==> src/rtl/dma_queue_regs.sv <==
module dma_queue_regs #(
  parameter int DEPTH = 4,
  parameter int AW    = 12,
  parameter int DW    = 32
) (
  input  logic          clk,
  input  logic          rst_n,
  input  logic          wr_en,
  input  logic [AW-1:0] wr_addr,
  input  logic [DW-1:0] wr_data,
  input  logic          rd_en,
  input  logic [AW-1:0] rd_addr,
  output logic [DW-1:0] rd_data,
  output logic          desc_valid,
  input  logic          desc_ready,
  output logic [4:0]    desc_id,
  output logic [2:0]    desc_flags,
  input  logic          done_valid,
  input  logic [4:0]    done_id,
  output logic          irq
);
  localparam int PW = (DEPTH > 1) ? $clog2(DEPTH) : 1;
  localparam int CW = $clog2(DEPTH + 1);
  localparam logic [AW-1:0] A_MASK  = AW'(12'h080);
  localparam logic [AW-1:0] A_PEND  = AW'(12'h084);
  localparam logic [AW-1:0] A_SRC   = AW'(12'h088);
  localparam logic [AW-1:0] A_CTRL  = AW'(12'h400);
  localparam logic [AW-1:0] A_TAG   = AW'(12'h404);
  localparam logic [AW-1:0] A_START = AW'(12'h408);
  localparam logic [AW-1:0] A_FLAGS = AW'(12'h40c);
  localparam logic [AW-1:0] A_DONE  = AW'(12'h428);

  logic [1:0]    ctrl, mask, pending, pend_n;
  logic [2:0]    flags;
  logic [4:0]    next_id;
  logic [31:0]   done_bits, done_n;
  logic [PW-1:0] wptr, rptr, wp_n, rp_n;
  logic [CW-1:0] count, cnt_n;
  logic [4:0]    q_id [DEPTH];
  logic [2:0]    q_fl [DEPTH];
  logic          full, commit, take, flush, rd_done;
  logic          unused_bits;

  assign unused_bits = &{1'b0, wr_data[DW-1:3]};
  assign full       = (count == CW'(DEPTH));
  assign commit     = wr_en && wr_addr == A_START && wr_data[0] && ctrl[0] && !full;
  assign flush      = wr_en && wr_addr == A_CTRL && !wr_data[0];
  assign desc_valid = ctrl[0] && !ctrl[1] && (count != '0);
  assign take       = desc_valid && desc_ready;
  assign desc_id    = q_id[rptr];
  assign desc_flags = q_fl[rptr];
  assign rd_done    = rd_en && rd_addr == A_DONE;

  always_comb begin
    cnt_n = count;
    wp_n  = wptr;
    rp_n  = rptr;
    if (flush) begin
      cnt_n = '0;
      wp_n  = '0;
      rp_n  = '0;
    end else begin
      if (commit) wp_n = (wptr == PW'(DEPTH - 1)) ? '0 : wptr + 1'b1;
      if (take)   rp_n = (rptr == PW'(DEPTH - 1)) ? '0 : rptr + 1'b1;
      cnt_n = count + CW'(commit) - CW'(take);
    end
  end

  always_comb begin
    pend_n = pending;
    if (wr_en && wr_addr == A_PEND) pend_n = pend_n & ~wr_data[1:0];
    pend_n = pend_n | {done_valid, take};
  end

  always_comb begin
    done_n = done_bits;
    if (rd_done) done_n = '0;
    if (commit) done_n[next_id] = 1'b0;
    if (done_valid) done_n[done_id] = 1'b1;
  end

  always_ff @(posedge clk) begin
    if (commit) begin
      q_id[wptr] <= next_id;
      q_fl[wptr] <= flags;
    end
  end

  always_ff @(posedge clk) begin
    if (!rst_n) begin
      ctrl      <= '0;
      mask      <= 2'b11;
      pending   <= '0;
      flags     <= '0;
      next_id   <= '0;
      done_bits <= '0;
      wptr      <= '0;
      rptr      <= '0;
      count     <= '0;
      irq       <= 1'b0;
    end else begin
      if (wr_en && wr_addr == A_CTRL)  ctrl  <= wr_data[1:0];
      if (wr_en && wr_addr == A_MASK)  mask  <= wr_data[1:0];
      if (wr_en && wr_addr == A_FLAGS) flags <= wr_data[2:0];
      if (commit) next_id <= next_id + 5'd1;
      pending   <= pend_n;
      done_bits <= done_n;
      wptr      <= wp_n;
      rptr      <= rp_n;
      count     <= cnt_n;
      irq       <= |(pending & ~mask);
    end
  end

  always_ff @(posedge clk) begin
    if (!rst_n) rd_data <= '0;
    else if (rd_en) begin
      case (rd_addr)
        A_MASK:  rd_data <= DW'(mask);
        A_PEND:  rd_data <= DW'(pending);
        A_SRC:   rd_data <= DW'(pending & ~mask);
        A_CTRL:  rd_data <= DW'(ctrl);
        A_TAG:   rd_data <= DW'(next_id);
        A_START: rd_data <= DW'(full);
        A_FLAGS: rd_data <= DW'(flags);
        A_DONE:  rd_data <= DW'(done_bits);
        default: rd_data <= '0;
      endcase
    end
  end
endmodule

==> config.mk <==
export PLATFORM = sky130hd
export DESIGN_NAME = dma_queue_regs
export DESIGN_NICKNAME = d
export VERILOG_FILES = /design/src/rtl/dma_queue_regs.sv
export SDC_FILE = /design/constraint.sdc
export NUM_CORES = 1
export LEC_CHECK = 0
export ABC_AREA = 1
export CORE_MARGIN = 2
export CORE_UTILIZATION = 45
export DETAILED_ROUTE_END_ITERATION = 7
export DONT_BUFFER_PORTS = 1
export SLEW_MARGIN = 20
export SYNTH_ARGS = -nofsm -noshare
export SYNTH_HDL_FRONTEND = slang
export SYNTH_SLANG_ARGS = --single-unit
export TNS_END_PERCENT = 5
==> constraint.sdc <==
create_clock -name clk -period 3.34 [get_ports clk]
set_clock_uncertainty 0.15 [all_clocks]
set_input_delay 0 -clock clk [delete_from_list [all_inputs] [get_ports clk]]
set_output_delay 0 -clock clk [all_outputs]
set_load 0.1 [all_outputs]
# ---- Word-level counts from Yosys, hierarchy flattened
# Memory sizes are Yosys's and may differ from the RTL's. A register that Yosys moved wholly into a read port is not among the register bits.
# Cells that the tools add are included.
# Widths: inputs -> output; s select.
dict set report totals {
  regBits 86
  latch_bits 0
  ramBits 32
  mem_bits_ro 0
  inputBits 67
  out_inout_bits 42
  wordCells 87
  memories 2
}
# name words word_bits read_ports rd_ports_with_merged_regs write_ports line_no
set memory_table {}
lappend memory_table {q_id 4 5 1 1 1 39} ;# logic [4:0] q_id [DEPTH];
lappend memory_table {q_fl 4 3 1 1 1 40} ;# logic [2:0] q_fl [DEPTH];
dict set report op_classes {
  n_addsub 5
  mul 0
  n_div 0
  n_lt_le_gt_ge 4
  eq_ne 16
  shifts 0
  muxes 17
  bitwise 11
  n_reduce_logical 21
}
# operator n
set op_table {}
lappend op_table {{$pmux 32 s8} 1}
lappend op_table {{$eq 12x11->1 const B} 8}
lappend op_table {{$mux 32} 3}
lappend op_table {{$eq 12x8->1 const B} 5}
lappend op_table {{$and 2x32->32} 1}
lappend op_table {{$and 32x32->32} 1}
lappend op_table {{$not 2->32} 1}
lappend op_table {{$not 32->32} 1}
lappend op_table {{$or 32x32->32} 1}
lappend op_table {{$logic_and 1x1->1} 15}
lappend op_table {{$mux 2} 7}
lappend op_table {{$lt 5x6->1 const B} 2}
lappend op_table {{$demux 1 s5} 2}
lappend op_table {{$ge 5x1->1 const B} 2}
lappend op_table {{$add 5x1->5 const B} 1}
lappend op_table {{$add 2x1->2 const B} 2}
lappend op_table {{$and 2x2->2} 2}
lappend op_table {{$eq 2x2->1 const B} 2}
lappend op_table {{$mux 1} 4}
lappend op_table {{$not 2->2} 2}
lappend op_table {{$reduce_or 2->1} 2}
lappend op_table {{$add 3x1->3} 1}
lappend op_table {{$eq 3x3->1 const B} 1}
lappend op_table {{$logic_not 1->1} 3}
lappend op_table {{other kinds (4)} 4}

# ---- Logic depth before layout (Yosys ltp)
dict set report depth {
  depth_word 9
  ltp_mapped 14
  mapped_depth_nobuf 14
}

# ---- Worst setup path before layout
# Ideal clock, no wire load.
dict set report synth_timing {
  kind {register to register}
  startpoint {reg count[1]}
  endpoint {reg count[2]}
  setup_ns 0.070
  arrival_time_ns 2.962
  t_required_ns 3.120
  setup_slack_ns 0.159
  stages_incl_launch_ff 14
  n_path_buf 0
  synth_period_minus_slack_ns 3.181
  cell_sequence {dfxtp_1 -> nor2_1 -> nand2_1 -> and3_1 -> nand2_1 -> inv_1 -> ha_1 -> inv_1 -> ha_1 -> inv_1 -> fa_1 -> xnor2_1 -> or2_2 -> a21oi_1}
}
dict set report synth_via {
  word_cells_on_any_way 8
  cone_classes {add/sub (2); eq/ne (1); reduce/logical (5)}
}
# element line_no
set synth_rtl {}
lappend synth_rtl {{from (decl)} 38} ;# logic [CW-1:0] count, cnt_n;
lappend synth_rtl {{from (signal assigned)} 110} ;# count <= cnt_n;
lappend synth_rtl {{$reduce_bool 3->1} 48} ;# assign desc_valid = ctrl[0] && !ctrl[1] && (count != '0);
lappend synth_rtl {{$logic_and 1x1->1} 48}
lappend synth_rtl {{net desc_valid} 14} ;# output logic desc_valid,
lappend synth_rtl {{$logic_and 1x1->1} 49} ;# assign take = desc_valid && desc_ready;
lappend synth_rtl {{net take} 41} ;# logic full, commit, take, flush, rd_done;
lappend synth_rtl {{$sub 3x1->3} 65} ;# cnt_n = count + CW'(commit) - CW'(take);
# The timed path passes the listed nets, and every way through them passes these cells.
# A chain may end at the register's enable or synchronous reset.

# ---- Worst setup path in the final report
dict set report layout_timing {
  startpoint {in rd_addr[11]}
  endpoint {reg rd_data[0]}
}
dict set report layout_via {
  elab_chain_cells 2
  word_cells_on_any_way 9
  cone_classes {eq/ne (8); mux (1)}
}
# element line_no
set layout_lines {}
lappend layout_lines {{from (decl)} 12} ;# input logic [AW-1:0] rd_addr,
lappend layout_lines {{$eq 12x11->1 / $eq 12x8->1 (equally long branches)} 118} ;# case (rd_addr)
lappend layout_lines {{$pmux 32 s8 (*)} 118}
lappend layout_lines {{to (signal assigned)} 119} ;# A_MASK: rd_data <= DW'(mask);
lappend layout_lines {{to (signal assigned)} 120} ;# A_PEND: rd_data <= DW'(pending);
lappend layout_lines {{to (signal assigned)} 121} ;# A_SRC: rd_data <= DW'(pending & ~mask);
lappend layout_lines {{to (decl)} 13} ;# output logic [DW-1:0] rd_data,
# Mark *: on every way between the ends. The rest lies on a longest branch, timed or not.

==> results.yml <==
drt:
  via_per_inst: 5.44
  drt-pass1-iter-count: 7
  route.vias.total: 4794
  drc: 4
  ant_nets: 0
  wirelength_mm: 13.4
  wire_per_inst_um: 15.2
  drtIter0Drc: 287
critical_path:
  cp.required_ns: 3.43
  endpoint_kind: "flip-flop"
  path_max_fanout: 3
  crit_arrival_ns: 3.26
  critical_path_class: "in2reg"
  start_kind: "input pin"
clocking:
  cts_sinks: 120
  clkLatencyLatePin_ns: 0.41
  cts.clk_slew.worst_paths_ns: 0.05
  cts_made_buffers: 17
  cts_tree: "built"
  root_buffer: "clkbuf_16"
  cts_buffer_depth: 2
  htreeDepth: 4
global_routing:
  grt.total_usage_pct: 21.9
  grt_max_degree: 65
  antenna_found_initial: 0
  grt-ovfl-total: 0
  grt_pass1_wl_mm: 22.4
  grt_pass1_vias: 4624
logic_synthesis:
  synth_seq_area_share_pct: 50.8
  synth_area_leaders: "dfxtp_1 33%, edfxtp_1 18%, nand2_1 9.2%"
  yosys.cell_types.count: 34
  synth_fp_nets: 736
  yosysWarnings: 0
  syn_area_per_cell_um2: 8.16
  synth_cells: 657
  synth_seq_cells: 120
  synth_top_cell_by_area: "dfxtp_1"
  synth_top_area_share_pct: 32.9
  synthesis.area_mm2: 0.00536
job:
  drv_cap: 0
min_path:
  hp-class: "in2reg"
timing:
  fmax_ghz: 0.316
  finalCriticalPeriod_ns: 3.16
  setup_viol: 0
  slew_violations: 0
  fin_crit_sh_pct: 94.8
  worst_slew_pin_slew_ns: 1.17
  slew_headroom_pct: 21.5
  grt_setup_unrepaired: "false"
  finalSetupTns_ns: 0
  hold_violations: 0
finish:
  antenna_cells: 0
  final_nets: 806
  postLayoutCellArea_mm2: 0.00664
  area_growth_pct: 23.8
  fillers: 1033
  final_util_pct: 57.6
  drive_above_1_share_pct: 12.9
  final_cells: 882
outcome:
  outcome: "finished, violations left"
  violations: "design-rule violations"
floorplan:
  ios: 109
  initial_core_util_pct: 46.5
  die_x_um: 113
  dieArea_mm2: 0.0128
  num_rows: 39
  die_h_um: 113
  fp.coreArea_mm2: 0.0115
placement:
  dpl.hpwl_mm: 8.58
  io_buffers: 0
  numPlacedInstances: 804
  gp_congestion: 0.878
  place_area_mm2: 0.00566
pwr:
  p_leak_uw: 0.00243
  total_power_uw: 3170
  ir_worst_vdd_v: 0.000296
  powerDensity_mw_per_mm2: 478
worst paths after layout:
kind	start	end	slack [ns]	depth (start not counted)
min reg2reg	rd_data[5]$_SDFFE_PN0P_	rd_data[5]$_SDFFE_PN0P_	0.32	2
max	rd_addr[11]	rd_data[0]$_SDFFE_PN0P_	0.18	12
max reg2reg	pending[0]$_SDFF_PN0_	rd_data[0]$_SDFFE_PN0P_	0.66	9
min	wr_addr[7]	next_id[0]$_SDFFE_PN0N_	0.08	6
metrics by stage:
stage / setup slack [ns] / hold WS, ns
floorplan: 0.159 / -0.0116
global placement: 0.800 / -0.0474
detailed placement: 0.712 / -0.0433
CTS: 0.251 / 0.0522
global route: 0.0420 / 0.132
finish: 0.175 / 0.0816
logic make-up (layout without fill, tap and decap cells):
group / Yosys count / in the layout / share of synthesized area, %
flip-flops: 120 / 120 / 50.8
AO/OA/AOI/OAI: 117 / 117 / 12.2
AND/OR/NAND/NOR: 329 / 329 / 27.5
XOR/XNOR: 1 / 1 / 0.163
buffers and inverters: 78 / 160 / 6.44
adder cells (fa/ha/maj): 12 / 12 / 2.94
synth_stat cells, drive strengths merged:
| library cell | instances |
|---|---|
| clkbuf | 11 |
| nor2 | 62 |
| o211ai | 2 |
| nor4 | 1 |
| buf | 14 |
| o22ai | 8 |
| nand2 | 144 |
| or3 | 1 |
| edfxtp | 32 |
| nor3 | 23 |
| nand4 | 3 |
| nand3b | 1 |
| fa | 1 |
| dfxtp | 88 |
| o21a | 1 |
| inv | 53 |
| nand3 | 91 |
| xnor2 | 1 |
| ha | 11 |
| or2 | 1 |
| o21ai | 27 |
| a21oi | 79 |
| and3 | 2 |
per-layer routing:
layer / GRT usage [%] / share of wire (%) / vias up
li1: - / - / 2358
met3: 6.59 / 6.8 / 22
met5: 0 / 0 / -
met1: 29.6 / 45 / 2248
met4: 9.27 / 1.6 / 0
met2: 32.6 / 46 / 166
critical path, cell delays in order:
cell and delay [ns]:
dlygate4sd3_1 0.58, nor2_1 0.06, dlygate4sd3_1 0.58, nand3_1 0.10, dlygate4sd3_1 0.56, nand2_1 0.05
dlygate4sd3_1 0.54, nor2_1 0.08, nand2_1 0.05, dlygate4sd3_1 0.55, nand2_1 0.06, a21oi_1 0.06
cells in the final DEF (no fill, tap or decap), types with 17 or more instances in the layout:
cell           instances
o21ai_0               26
inv_1                 50
dlygate4sd3_1         47
nor3_1                21
dfxtp_1               88
nand2_1              131
nand3_1               90
a21oi_1               69
clkbuf_16             17
edfxtp_1              32
nor2_1                58
buf_4                 29
report_power, final:
part           internal (uW)  switching (uW)
clock network            977             588
logic                   40.8            69.3
registers               1490            3.43
flip-flops by register name, summed over array words and instances, names as in the netlist, named ones only:
signal and count:
ctrl 2, q_fl 12, next_id 5, rd_data 32, wptr 2, count 3, flags 3, rptr 2
done_bits 32, irq 1, mask 2, q_id 20, pending 2
area by class of cell:
class	count	area [um^2]	share of cell area, %
Clock inverter	4	21.3	0.321
Clock buffer	27	483	7.28
Sequential cell	120	2720	41.0
Timing Repair Buffer	76	688	10.4
Multi-Input combinational cell	459	2340	35.3
Tap cell	143	179	2.70
Inverter	53	200	3.02
timing repair:
| item | in CTS | in global routing |
|---|---|---|
| hold endpoints to repair | 88 | 0 |
| hold buffers | 47 | 0 |
| resized for setup | 0 | 0 |
| setup buffers | 0 | 0 |
(Power assumes the default switching activity.)
